--- src/rtl/adc_rsp_pkg.sv ---
package adc_rsp_pkg;

    localparam int WORD_W = 17;
    localparam int DATA_W = 16;

    typedef enum logic [2:0] {
        OP_SIGN   = 3'b000,
        OP_ACQ    = 3'b001,
        OP_CONV   = 3'b010,
        OP_STATUS = 3'b011,
        OP_CAL    = 3'b100
    } op_e;

    function automatic int width_of(input logic [1:0] fmt);
        if (fmt[1])      return 16;
        else if (fmt[0]) return 12;
        else             return 8;
    endfunction

    function automatic int acq_of(input logic [1:0] sel);
        case (sel)
            2'b00:   return 6;
            2'b01:   return 10;
            2'b10:   return 18;
            default: return 34;
        endcase
    endfunction

    function automatic logic [WORD_W-1:0] make_word(input logic [WORD_W-1:0] s,
                                                    input logic [1:0] fmt,
                                                    input logic sg);
        logic [WORD_W-1:0] d;
        int w;
        w = width_of(fmt);
        d = {1'b0, s[DATA_W-1:0]} >> (DATA_W - w);
        if (sg) d = d | ({{(WORD_W-1){1'b0}}, s[WORD_W-1]} << w);
        return d;
    endfunction

    function automatic logic [WORD_W-1:0] orient(input logic [WORD_W-1:0] word,
                                                 input int len,
                                                 input logic lsb);
        logic [WORD_W-1:0] r;
        if (!lsb) begin
            r = word << (WORD_W - len);
        end else begin
            for (int i = 0; i < WORD_W; i++) r[WORD_W-1-i] = word[i];
        end
        return r;
    endfunction

endpackage

--- src/rtl/adc_rsp_shift.sv ---
module adc_rsp_shift
    import adc_rsp_pkg::*;
(
    input  logic              clk,
    input  logic              rst_n,
    input  logic              cs_n,
    input  logic              sclk,
    input  logic              di,
    input  logic [WORD_W-1:0] load_img,
    output logic              do_o,
    output logic              xfer_start,
    output logic              instr_valid,
    output logic [7:0]        instr
);

    typedef struct packed {
        logic [2:0]        cs_sy;
        logic [2:0]        ck_sy;
        logic [1:0]        di_sy;
        logic              active;
        logic [3:0]        bitcnt;
        logic [7:0]        ish;
        logic [WORD_W-1:0] osh;
        logic              ivalid;
        logic              istart;
    } sh_t;

    sh_t q, d;
    logic cs_fall, cs_rise, ck_rise, ck_fall;

    always_comb begin
        d       = q;
        d.cs_sy = {q.cs_sy[1:0], cs_n};
        d.ck_sy = {q.ck_sy[1:0], sclk};
        d.di_sy = {q.di_sy[0], di};
        cs_fall = q.cs_sy[2] & ~q.cs_sy[1];
        cs_rise = ~q.cs_sy[2] & q.cs_sy[1];
        ck_rise = ~q.ck_sy[2] & q.ck_sy[1];
        ck_fall = q.ck_sy[2] & ~q.ck_sy[1];
        d.ivalid = 1'b0;
        d.istart = 1'b0;
        if (cs_fall) begin
            d.active = 1'b1;
            d.bitcnt = '0;
            d.osh    = load_img;
            d.istart = 1'b1;
        end else if (cs_rise) begin
            d.active = 1'b0;
        end else if (q.active) begin
            if (ck_rise && q.bitcnt < 4'd8) begin
                d.ish    = {q.ish[6:0], q.di_sy[1]};
                d.bitcnt = q.bitcnt + 4'd1;
                if (q.bitcnt == 4'd7) d.ivalid = 1'b1;
            end
            if (ck_fall) d.osh = q.osh << 1;
        end
    end

    always_ff @(posedge clk or negedge rst_n) begin
        if (!rst_n) begin
            q       <= '0;
            q.cs_sy <= 3'b111;
        end else begin
            q <= d;
        end
    end

    assign do_o        = q.active & q.osh[WORD_W-1];
    assign xfer_start  = q.istart;
    assign instr_valid = q.ivalid;
    assign instr       = q.ish;

    AST_BITCNT_LIMIT: assert property (@(posedge clk) disable iff (!rst_n)
        q.bitcnt <= 4'd8);
    AST_LOAD_ON_START: assert property (@(posedge clk) disable iff (!rst_n)
        cs_fall |=> (q.active && q.osh == $past(load_img)));

endmodule

--- src/rtl/adc_rsp_ctrl.sv ---
module adc_rsp_ctrl
    import adc_rsp_pkg::*;
#(
    parameter int CAL_CYCLES   = 600,
    parameter int CONV_CYCLES  = 40,
    parameter int PWRUP_CYCLES = 16
) (
    input  logic              clk,
    input  logic              rst_n,
    input  logic              xfer_start,
    input  logic              instr_valid,
    input  logic [7:0]        instr,
    input  logic [WORD_W-1:0] sample,
    output logic [WORD_W-1:0] load_img,
    output logic              eoc
);

    localparam int CAW = $clog2(CAL_CYCLES + 1);
    localparam int CVW = $clog2(CONV_CYCLES + 34 + 1);
    localparam int PUW = $clog2(PWRUP_CYCLES + 1);

    typedef struct packed {
        logic [1:0]        fmt;
        logic              sgn;
        logic              lsb;
        logic [1:0]        acq;
        logic              armed;
        logic              sts_sel;
        logic              pu_busy;
        logic [PUW-1:0]    pu_cnt;
        logic              cal_busy;
        logic [CAW-1:0]    cal_cnt;
        logic              conv_busy;
        logic [CVW-1:0]    conv_cnt;
        logic [1:0]        c_fmt;
        logic              c_sgn;
        logic              c_lsb;
        logic [WORD_W-1:0] res_img;
    } ct_t;

    ct_t q, d;
    logic [2:0] op;
    logic [8:0] status;

    assign op = instr[7:5];

    always_comb begin
        d = q;
        if (q.pu_busy) begin
            if (q.pu_cnt == '0) d.pu_busy = 1'b0;
            else                d.pu_cnt  = q.pu_cnt - 1'b1;
        end
        if (q.cal_busy) begin
            if (q.cal_cnt == '0) d.cal_busy = 1'b0;
            else                 d.cal_cnt  = q.cal_cnt - 1'b1;
        end
        if (q.conv_busy) begin
            if (q.conv_cnt == '0) begin
                d.conv_busy = 1'b0;
                d.res_img   = orient(make_word(sample, q.c_fmt, q.c_sgn),
                                     width_of(q.c_fmt) + int'(q.c_sgn), q.c_lsb);
            end else begin
                d.conv_cnt = q.conv_cnt - 1'b1;
            end
        end
        if (xfer_start && q.conv_busy) d.conv_busy = 1'b0;
        if (instr_valid) begin
            if (!q.armed) begin
                d.armed    = 1'b1;
                d.cal_busy = 1'b1;
                d.cal_cnt  = CAW'(CAL_CYCLES - 1);
            end else begin
                d.sts_sel = (op == OP_STATUS);
                case (op)
                    OP_SIGN: d.sgn = instr[0];
                    OP_ACQ:  d.acq = instr[1:0];
                    OP_CONV: begin
                        if (!q.cal_busy) begin
                            d.fmt       = instr[1:0];
                            d.lsb       = instr[2];
                            d.c_fmt     = instr[1:0];
                            d.c_lsb     = instr[2];
                            d.c_sgn     = q.sgn;
                            d.conv_busy = 1'b1;
                            d.conv_cnt  = CVW'(acq_of(q.acq) + CONV_CYCLES - 1);
                        end
                    end
                    OP_CAL: begin
                        d.cal_busy = 1'b1;
                        d.cal_cnt  = CAW'(CAL_CYCLES - 1);
                    end
                    default: ;
                endcase
            end
        end
    end

    always_ff @(posedge clk or negedge rst_n) begin
        if (!rst_n) begin
            q         <= '0;
            q.fmt     <= 2'b01;
            q.sgn     <= 1'b1;
            q.acq     <= 2'b01;
            q.pu_busy <= 1'b1;
            q.pu_cnt  <= PUW'(PWRUP_CYCLES - 1);
        end else begin
            q <= d;
        end
    end

    always_comb begin
        status = {1'b0, q.lsb, q.sgn, q.fmt[1], (q.fmt == 2'b01), (q.fmt == 2'b00),
                  q.cal_busy, 1'b0, q.pu_busy};
        if (q.sts_sel)       load_img = {status, 8'b0};
        else if (q.cal_busy) load_img = '0;
        else                 load_img = q.res_img;
    end

    assign eoc = ~q.conv_busy;

    AST_CAL_ON_FIRST: assert property (@(posedge clk) disable iff (!rst_n)
        (instr_valid && !q.armed) |=> q.cal_busy);
    AST_NO_CONV_IN_CAL: assert property (@(posedge clk) disable iff (!rst_n)
        !(q.conv_busy && q.cal_busy));
    AST_ABORT: assert property (@(posedge clk) disable iff (!rst_n)
        (xfer_start && q.conv_busy) |=> (!q.conv_busy && $stable(q.res_img)));
    AST_CFG_ONLY: assert property (@(posedge clk) disable iff (!rst_n)
        (instr_valid && q.armed && (op == OP_SIGN || op == OP_ACQ))
        |=> (!q.conv_busy && $stable(q.res_img)));

endmodule

--- src/rtl/adc_rsp.sv ---
module adc_rsp
    import adc_rsp_pkg::*;
#(
    parameter int CAL_CYCLES   = 600,
    parameter int CONV_CYCLES  = 40,
    parameter int PWRUP_CYCLES = 16
) (
    input  logic              clk,
    input  logic              rst_n,
    input  logic              cs_n,
    input  logic              sclk,
    input  logic              di,
    input  logic [WORD_W-1:0] sample,
    output logic              do_o,
    output logic              eoc
);

    logic              xfer_start;
    logic              instr_valid;
    logic [7:0]        instr;
    logic [WORD_W-1:0] load_img;

    adc_rsp_shift u_shift (
        .clk         (clk),
        .rst_n       (rst_n),
        .cs_n        (cs_n),
        .sclk        (sclk),
        .di          (di),
        .load_img    (load_img),
        .do_o        (do_o),
        .xfer_start  (xfer_start),
        .instr_valid (instr_valid),
        .instr       (instr)
    );

    adc_rsp_ctrl #(
        .CAL_CYCLES   (CAL_CYCLES),
        .CONV_CYCLES  (CONV_CYCLES),
        .PWRUP_CYCLES (PWRUP_CYCLES)
    ) u_ctrl (
        .clk         (clk),
        .rst_n       (rst_n),
        .xfer_start  (xfer_start),
        .instr_valid (instr_valid),
        .instr       (instr),
        .sample      (sample),
        .load_img    (load_img),
        .eoc         (eoc)
    );

endmodule

--- config.mk ---
export PLATFORM = sky130hd
export DESIGN_NAME = adc_rsp
export DESIGN_NICKNAME = d
export VERILOG_FILES = /design/src/rtl/adc_rsp_pkg.sv /design/src/rtl/adc_rsp_shift.sv /design/src/rtl/adc_rsp_ctrl.sv /design/src/rtl/adc_rsp.sv
export SDC_FILE = /design/constraint.sdc
export NUM_CORES = 1
export LEC_CHECK = 0
export ABC_AREA = 0
export CAP_MARGIN = 20
export CORE_ASPECT_RATIO = 0.6
export CORE_MARGIN = 4
export CORE_UTILIZATION = 50
export CTS_CLUSTER_SIZE = 10
export DETAILED_ROUTE_END_ITERATION = 16
export MAX_ROUTING_LAYER = met4
export PLACE_DENSITY = 0.8
export SLEW_MARGIN = 40
export SYNTH_ARGS = -nofsm -noshare
export SYNTH_HDL_FRONTEND = slang
export SYNTH_SLANG_ARGS = --single-unit
--- constraint.sdc ---
create_clock -name clk -period 2.25 [get_ports clk]
set_clock_uncertainty 0.1 [all_clocks]
set_input_delay 0.675 -clock clk [delete_from_list [all_inputs] [get_ports clk]]
set_output_delay 0.675 -clock clk [all_outputs]
set_load 0.02 [all_outputs]
; Yosys cells after proc, flatten, opt, wreduce, memory -nomap -nowiden
; Cells that the tools add are included.
[word_totals]
reg_bits = 93
latchBits = 0
ram_bits = 0
romBits = 0
input_bits = 22
out_inout_bits = 2
n_memories = 0
[classes]
n_addsub = 9
mul = 0
div = 0
n_lt_le_gt_ge = 1
n_eq_ne = 9
n_shift = 3
muxes = 42
bitwise = 15
reduce_logical = 21
[op_table]
columns = operator, count
row1 = 2-to-1 mux 17 bit, 8
row2 = 2-to-1 mux 32 bit, 3
row3 = "subtractor 6 x 32 -> 32 bit, first input constant", 2
row4 = 2-to-1 mux 30 bit, 2
row5 = 2-to-1 mux 12 bit, 4
row6 = 2-to-1 mux 7 bit, 5
row7 = 2-to-1 mux 11 bit, 3
row8 = adder 32 x 2 -> 32 bit, 1
row9 = left shift 1 x 32 -> 17 bit, 1
row10 = left shift 17 x 32 -> 17 bit, 1
row11 = >> shifter 16 x 32 -> 17 bit, 1
row12 = 2-to-1 mux 23 bit, 1
row13 = one-hot mux 6 bit (3 select lines), 1
row14 = bitwise OR 17 bit, 1
row15 = AND reduction 3 bit, 4
row16 = zero test 10 bit, 1
row17 = 2-to-1 mux 10 bit, 1
row18 = 2-to-1 mux 5 bit, 2
row19 = "subtractor 10 x 1 -> 10 bit, second input constant", 1
row20 = 2-to-1 mux 1 bit, 9
row21 = inverter 1 bit, 9
row22 = 2-to-1 mux 8 bit, 1
row23 = AND reduction 4 bit, 2
row24 = nonzero test 2 bit, 4
row25 = other kinds (22), 32

; Depth between registers and ports, before layout
; Gate-level depths: netlist of the first run.
[depth]
word_depth = 12
mapped_depth = 9

; Modules after synthesis
; From an unflattened synthesis of the first run, not the netlist that was laid out.
[hier_totals]
cells_unflattened = 478
area_unflattened_um2 = 5083.6
[by_module_without_submodules]
columns = mod, n_inst, cells_per_inst, area_each_um2, seq_area_each_um2
row1 = adc_rsp_ctrl, 1, 348, 3254.4, 1311.3
row2 = adc_rsp_shift, 1, 130, 1829.3, 1004.7

; Least setup slack after synthesis of the first run
; Ideal clock, no wire load.
[synth_path]
path_type = reg2reg
from = reg u_ctrl.q[23] in the netlist's numbering
to = reg u_ctrl.q[11] in the netlist's numbering
t_arrival_ns = 1.925
required_ns = 2.046
path_slack_ns = 0.121
stages_incl_launch_ff = 6
period_less_slack_ns = 2.129
path_cell_list = dfrtp_1 -> or4_4 -> or3_4 -> buf_6 -> a221o_1 -> a221oi_1
[synth_via]
elab_chain_cells = 2
[synth_lines]
columns = item, line_no
row1 = "start, declared", adc_rsp_ctrl.sv:41  ; ct_t q, d;
row2 = zero test 7 bit, adc_rsp_ctrl.sv:58  ; if (q.conv_cnt == '0) begin
row3 = AND reduction 2 bit (no line), -
; No other way between the ends.
; A chain may end at the register's enable or synchronous reset.

; Final worst setup path of the first run
[layout_path]
from = in sample[6]
to = reg u_ctrl.q[11] in the netlist's numbering
[layout_via]
elab_chain_cells = 7
[layout_lines]
columns = item, line_no
row1 = "start, declared", adc_rsp.sv:13  ; input logic [WORD_W-1:0] sample,
row2 = >> shifter 16 x 32 -> 17 bit (*), adc_rsp_pkg.sv:35  ; d = {1'b0, s[DATA_W-1:0]} >> (DATA_W - w);
row3 = bitwise OR 17 bit, adc_rsp_pkg.sv:36  ; if (sg) d = d | ({{(WORD_W-1){1'b0}}, s[WORD_W-1]} << w);
row4 = 2-to-1 mux 17 bit (*), adc_rsp_pkg.sv:36
row5 = 2-to-1 mux 17 bit (*), adc_rsp_ctrl.sv:58
row6 = 2-to-1 mux 17 bit (*), adc_rsp_ctrl.sv:57  ; if (q.conv_busy) begin
row7 = left shift 17 x 32 -> 17 bit, adc_rsp_pkg.sv:45  ; r = word << (WORD_W - len);
row8 = 2-to-1 mux 17 bit (*), adc_rsp_pkg.sv:44  ; if (!lsb) begin
; Mark *: on every way between the ends. The rest lies on a longest branch, timed or not. The select of a mux whose other input is x is not followed.

==> metrics.yaml, run 1 <==
synth_area_um2: 4928
ios: 24
cts_setup_buffers: 0
root_buffer: "clkbuf_16"
irDropWorstVdd_v: 0.0004229
critPathBufInv: 1
grt_pass1_wl_um: 19890
start_util: 0.5248
wl_met2_um: 4985
antenna_cells: 0
synthXorXnorAreaFrac: 0.02133
final_util: 0.6243
synth_edf_count: 0
yosysMostFrequentCell: "dfrtp_1"
die_w_um: 136.2
worst_slew_pin_slew_ps: 791.4
synthTopCellsByCount: "81 x dfrtp_1, 61 x nand2_1, 37 x nor2_1"
grt_antenna_before_repair: 0
cts_buffers: 9
gp_congestion: 0.9413
placementRows: 27
ant_nets: 0
power_density_nw_per_um2: 650.5
via_count: 4051
path_max_fanout: 3
synthMuxAreaShare: 0.09698
synth.top_cell.area_share: 0.4113
p_leak_nw: 2.579
drive_above_1_share: 0.1949
worst_path_dominant_cell_family: "multiplexers"
synth_top_family_by_area: "compound AO/OA/AOI/OAI gates"
areaGrowthSynthToFinish_pct: 18.96
hp-class: "in -> async"
io_buffers: 23
ys_ff_latch: 92
ys_top_cells_by_area: "dfrtp_1 41%, dfstp_2 5.9%, nand2_1 4.6%"
grt-ovfl-total: 0
cts_sinks: 92
totalWireLength_um: 12140
route.detailed.drc: 0
status: "completed"
synth.largest_area_cell: "dfrtp_1"
syn_nets: 539
startpoint_type: "input port"
stdcell_area_um2: 5863
hpwl_um: 8936
cts_tree: "built"
synth_ff_type: "dfrtp_1"
max_slew_margin: 0.4675
cp_slowest_cell: "mux4_2"
r2r_slack_ps: 90
design.core.area_um2: 9392
clk_pin_slew_ps: 60
synth_seq_area_share: 0.4699
max_freq_mhz: 447.7
fin_nets: 582
tns_ps: 0
first_iter_violations: 342
grt_pass1_vias: 3855
cp_data_arrival_time_ps: 2350
maxCapViolCount: 0
yosys.area_share.simple: 0.1523
hold_violations: 0
synthAdderAreaFrac: 0.02793
fin_crit_sh: 0.9928
end_kind: "flop"
critical_path_class: "in -> reg"
post_drt_wl_per_cell_um: 17.75
critical_path.max_stage_delay_ps: 520
finalSetupViolations: 0
vias_per_cell: 5.923
track_usage: 0.2264
setup_ws_ps: 16.13
synth_cells: 506
fin_cells: 684
ys_async_sr_fraction: 1.000
grt_max_degree: 35
wl_met3_um: 974
htree_levels: 3
dr.pass1.iters: 5
placed_cell_area_um2: 5537
fillCellCount: 774
clk_path_buf_depth: 2
required_ps: 2360
synth_cell_type_count: 64
placedCellCount: 668
slew_violations: 0
synth_compound_area_frac: 0.1851
worstSkewPairLatency_ps: 350
path_cells: "clkdlybuf4s50_1, mux2_2, mux4_2, a2111oi_2, a221oi_1"
yosys_warnings: 0
cts_hold_buf: 0
wirelength_met1_um: 6044
top_layer: "met4"
min_period_ps: 2234
die_h_um: 84.91
place_ws_ps: -338.8
avgSynthCellArea_um2: 9.740
fp.dieArea_um2: 11560
stage by stage:
| stage | hold WS, ps | total power, mW |
|---|---|---|
| final | 182.0 | 3.814 |
| after global routing | 217.9 | 3.978 |
| after detailed placement | 245.7 | 2.267 |
| after CTS | 192.6 | 3.839 |
| after global placement | 238.6 | 2.245 |
| after floorplan | 231.2 | 2.069 |
where the power goes:
| group | switching [mW] | internal (mW) |
|---|---|---|
| sequential | 0.0882 | 1.77 |
| clock | 0.617 | 0.952 |
| combinational | 0.201 | 0.188 |
path summary, 6_finish.rpt:
path                                          start                         to  cells after the start
min                                           rst_n  u_shift.q[29]$_DFFE_PN0P_                      1
min in group clk            u_shift.d[35]$_DFF_PN0_    u_shift.d[36]$_DFF_PN0_                      0
max in group asynchronous                     rst_n   u_ctrl.q[51]$_DFFE_PN1P_                      2
min reg2reg                 u_shift.d[35]$_DFF_PN0_    u_shift.d[36]$_DFF_PN0_                      0
max                                       sample[6]   u_ctrl.q[11]$_DFFE_PN0P_                      5
max reg2reg                u_ctrl.q[19]$_DFFE_PN0P_   u_ctrl.q[11]$_DFFE_PN0P_                      4
placed cells by master, fill, tap and decap left out, types with 11 or more instances in the layout:
cell / count
nand2_1: 61
inv_1: 24
a22oi_1: 15
o21ai_0: 31
dfstp_2: 11
nor2_1: 37
dfrtp_1: 81
buf_4: 39
ha_1: 11
mux2i_1: 14
o211ai_1: 11
a21oi_1: 28
mux2_2: 20
clkdlybuf4s50_1: 21
cell families after synthesis:
family | count (synthesis)
flip-flops | 92
XOR/XNOR | 12
multiplexers | 39
buffers and inverters | 58
AO/OA/AOI/OAI | 138
adder cells (fa/ha/maj) | 11
AND/OR/NAND/NOR | 156
what timing repair did:
action / 4_1_cts / 5_1_grt
resized for setup: 1 / 3
pin swaps: 0 / 0
hold endpoints to repair: 0 / 0
endpoints found under the setup margin: 1 / 2
cloned: 0 / 0
state kept, by name (all words and copies together), names as in the netlist:
register / count
u_shift.instr_valid: 1
u_shift.instr: 8
u_shift.xfer_start: 1
u_shift.d: 5
u_shift.q: 25
u_ctrl.q: 52
cell type report:
class / count / area [um^2] / share of cell area
multi-input cells: 356 / 2400 / 0.4093
flip-flops and latches: 92 / 2316 / 0.3950
repair buffers: 64 / 571.8 / 0.09752
clock buffers: 13 / 270.3 / 0.04609
well taps: 130 / 162.7 / 0.02774
inverters: 26 / 97.59 / 0.01665
clock inverters: 3 / 45.04 / 0.007682
routing by layer:
layer / vias up / GRT usage
met5: - / -
met4: 0 / 0.05398
met3: 17 / 0.08116
met2: 128 / 0.2901
met1: 2003 / 0.3370
li1: 1903 / -
Note: power is estimated with default switching activity, not from simulation.
==> inputs of run 2 (changes only) <==
- CAP_MARGIN: 20 -> default
==> results of run 2 <==
Final layout, timing and power as in run 1 (identical DEF).
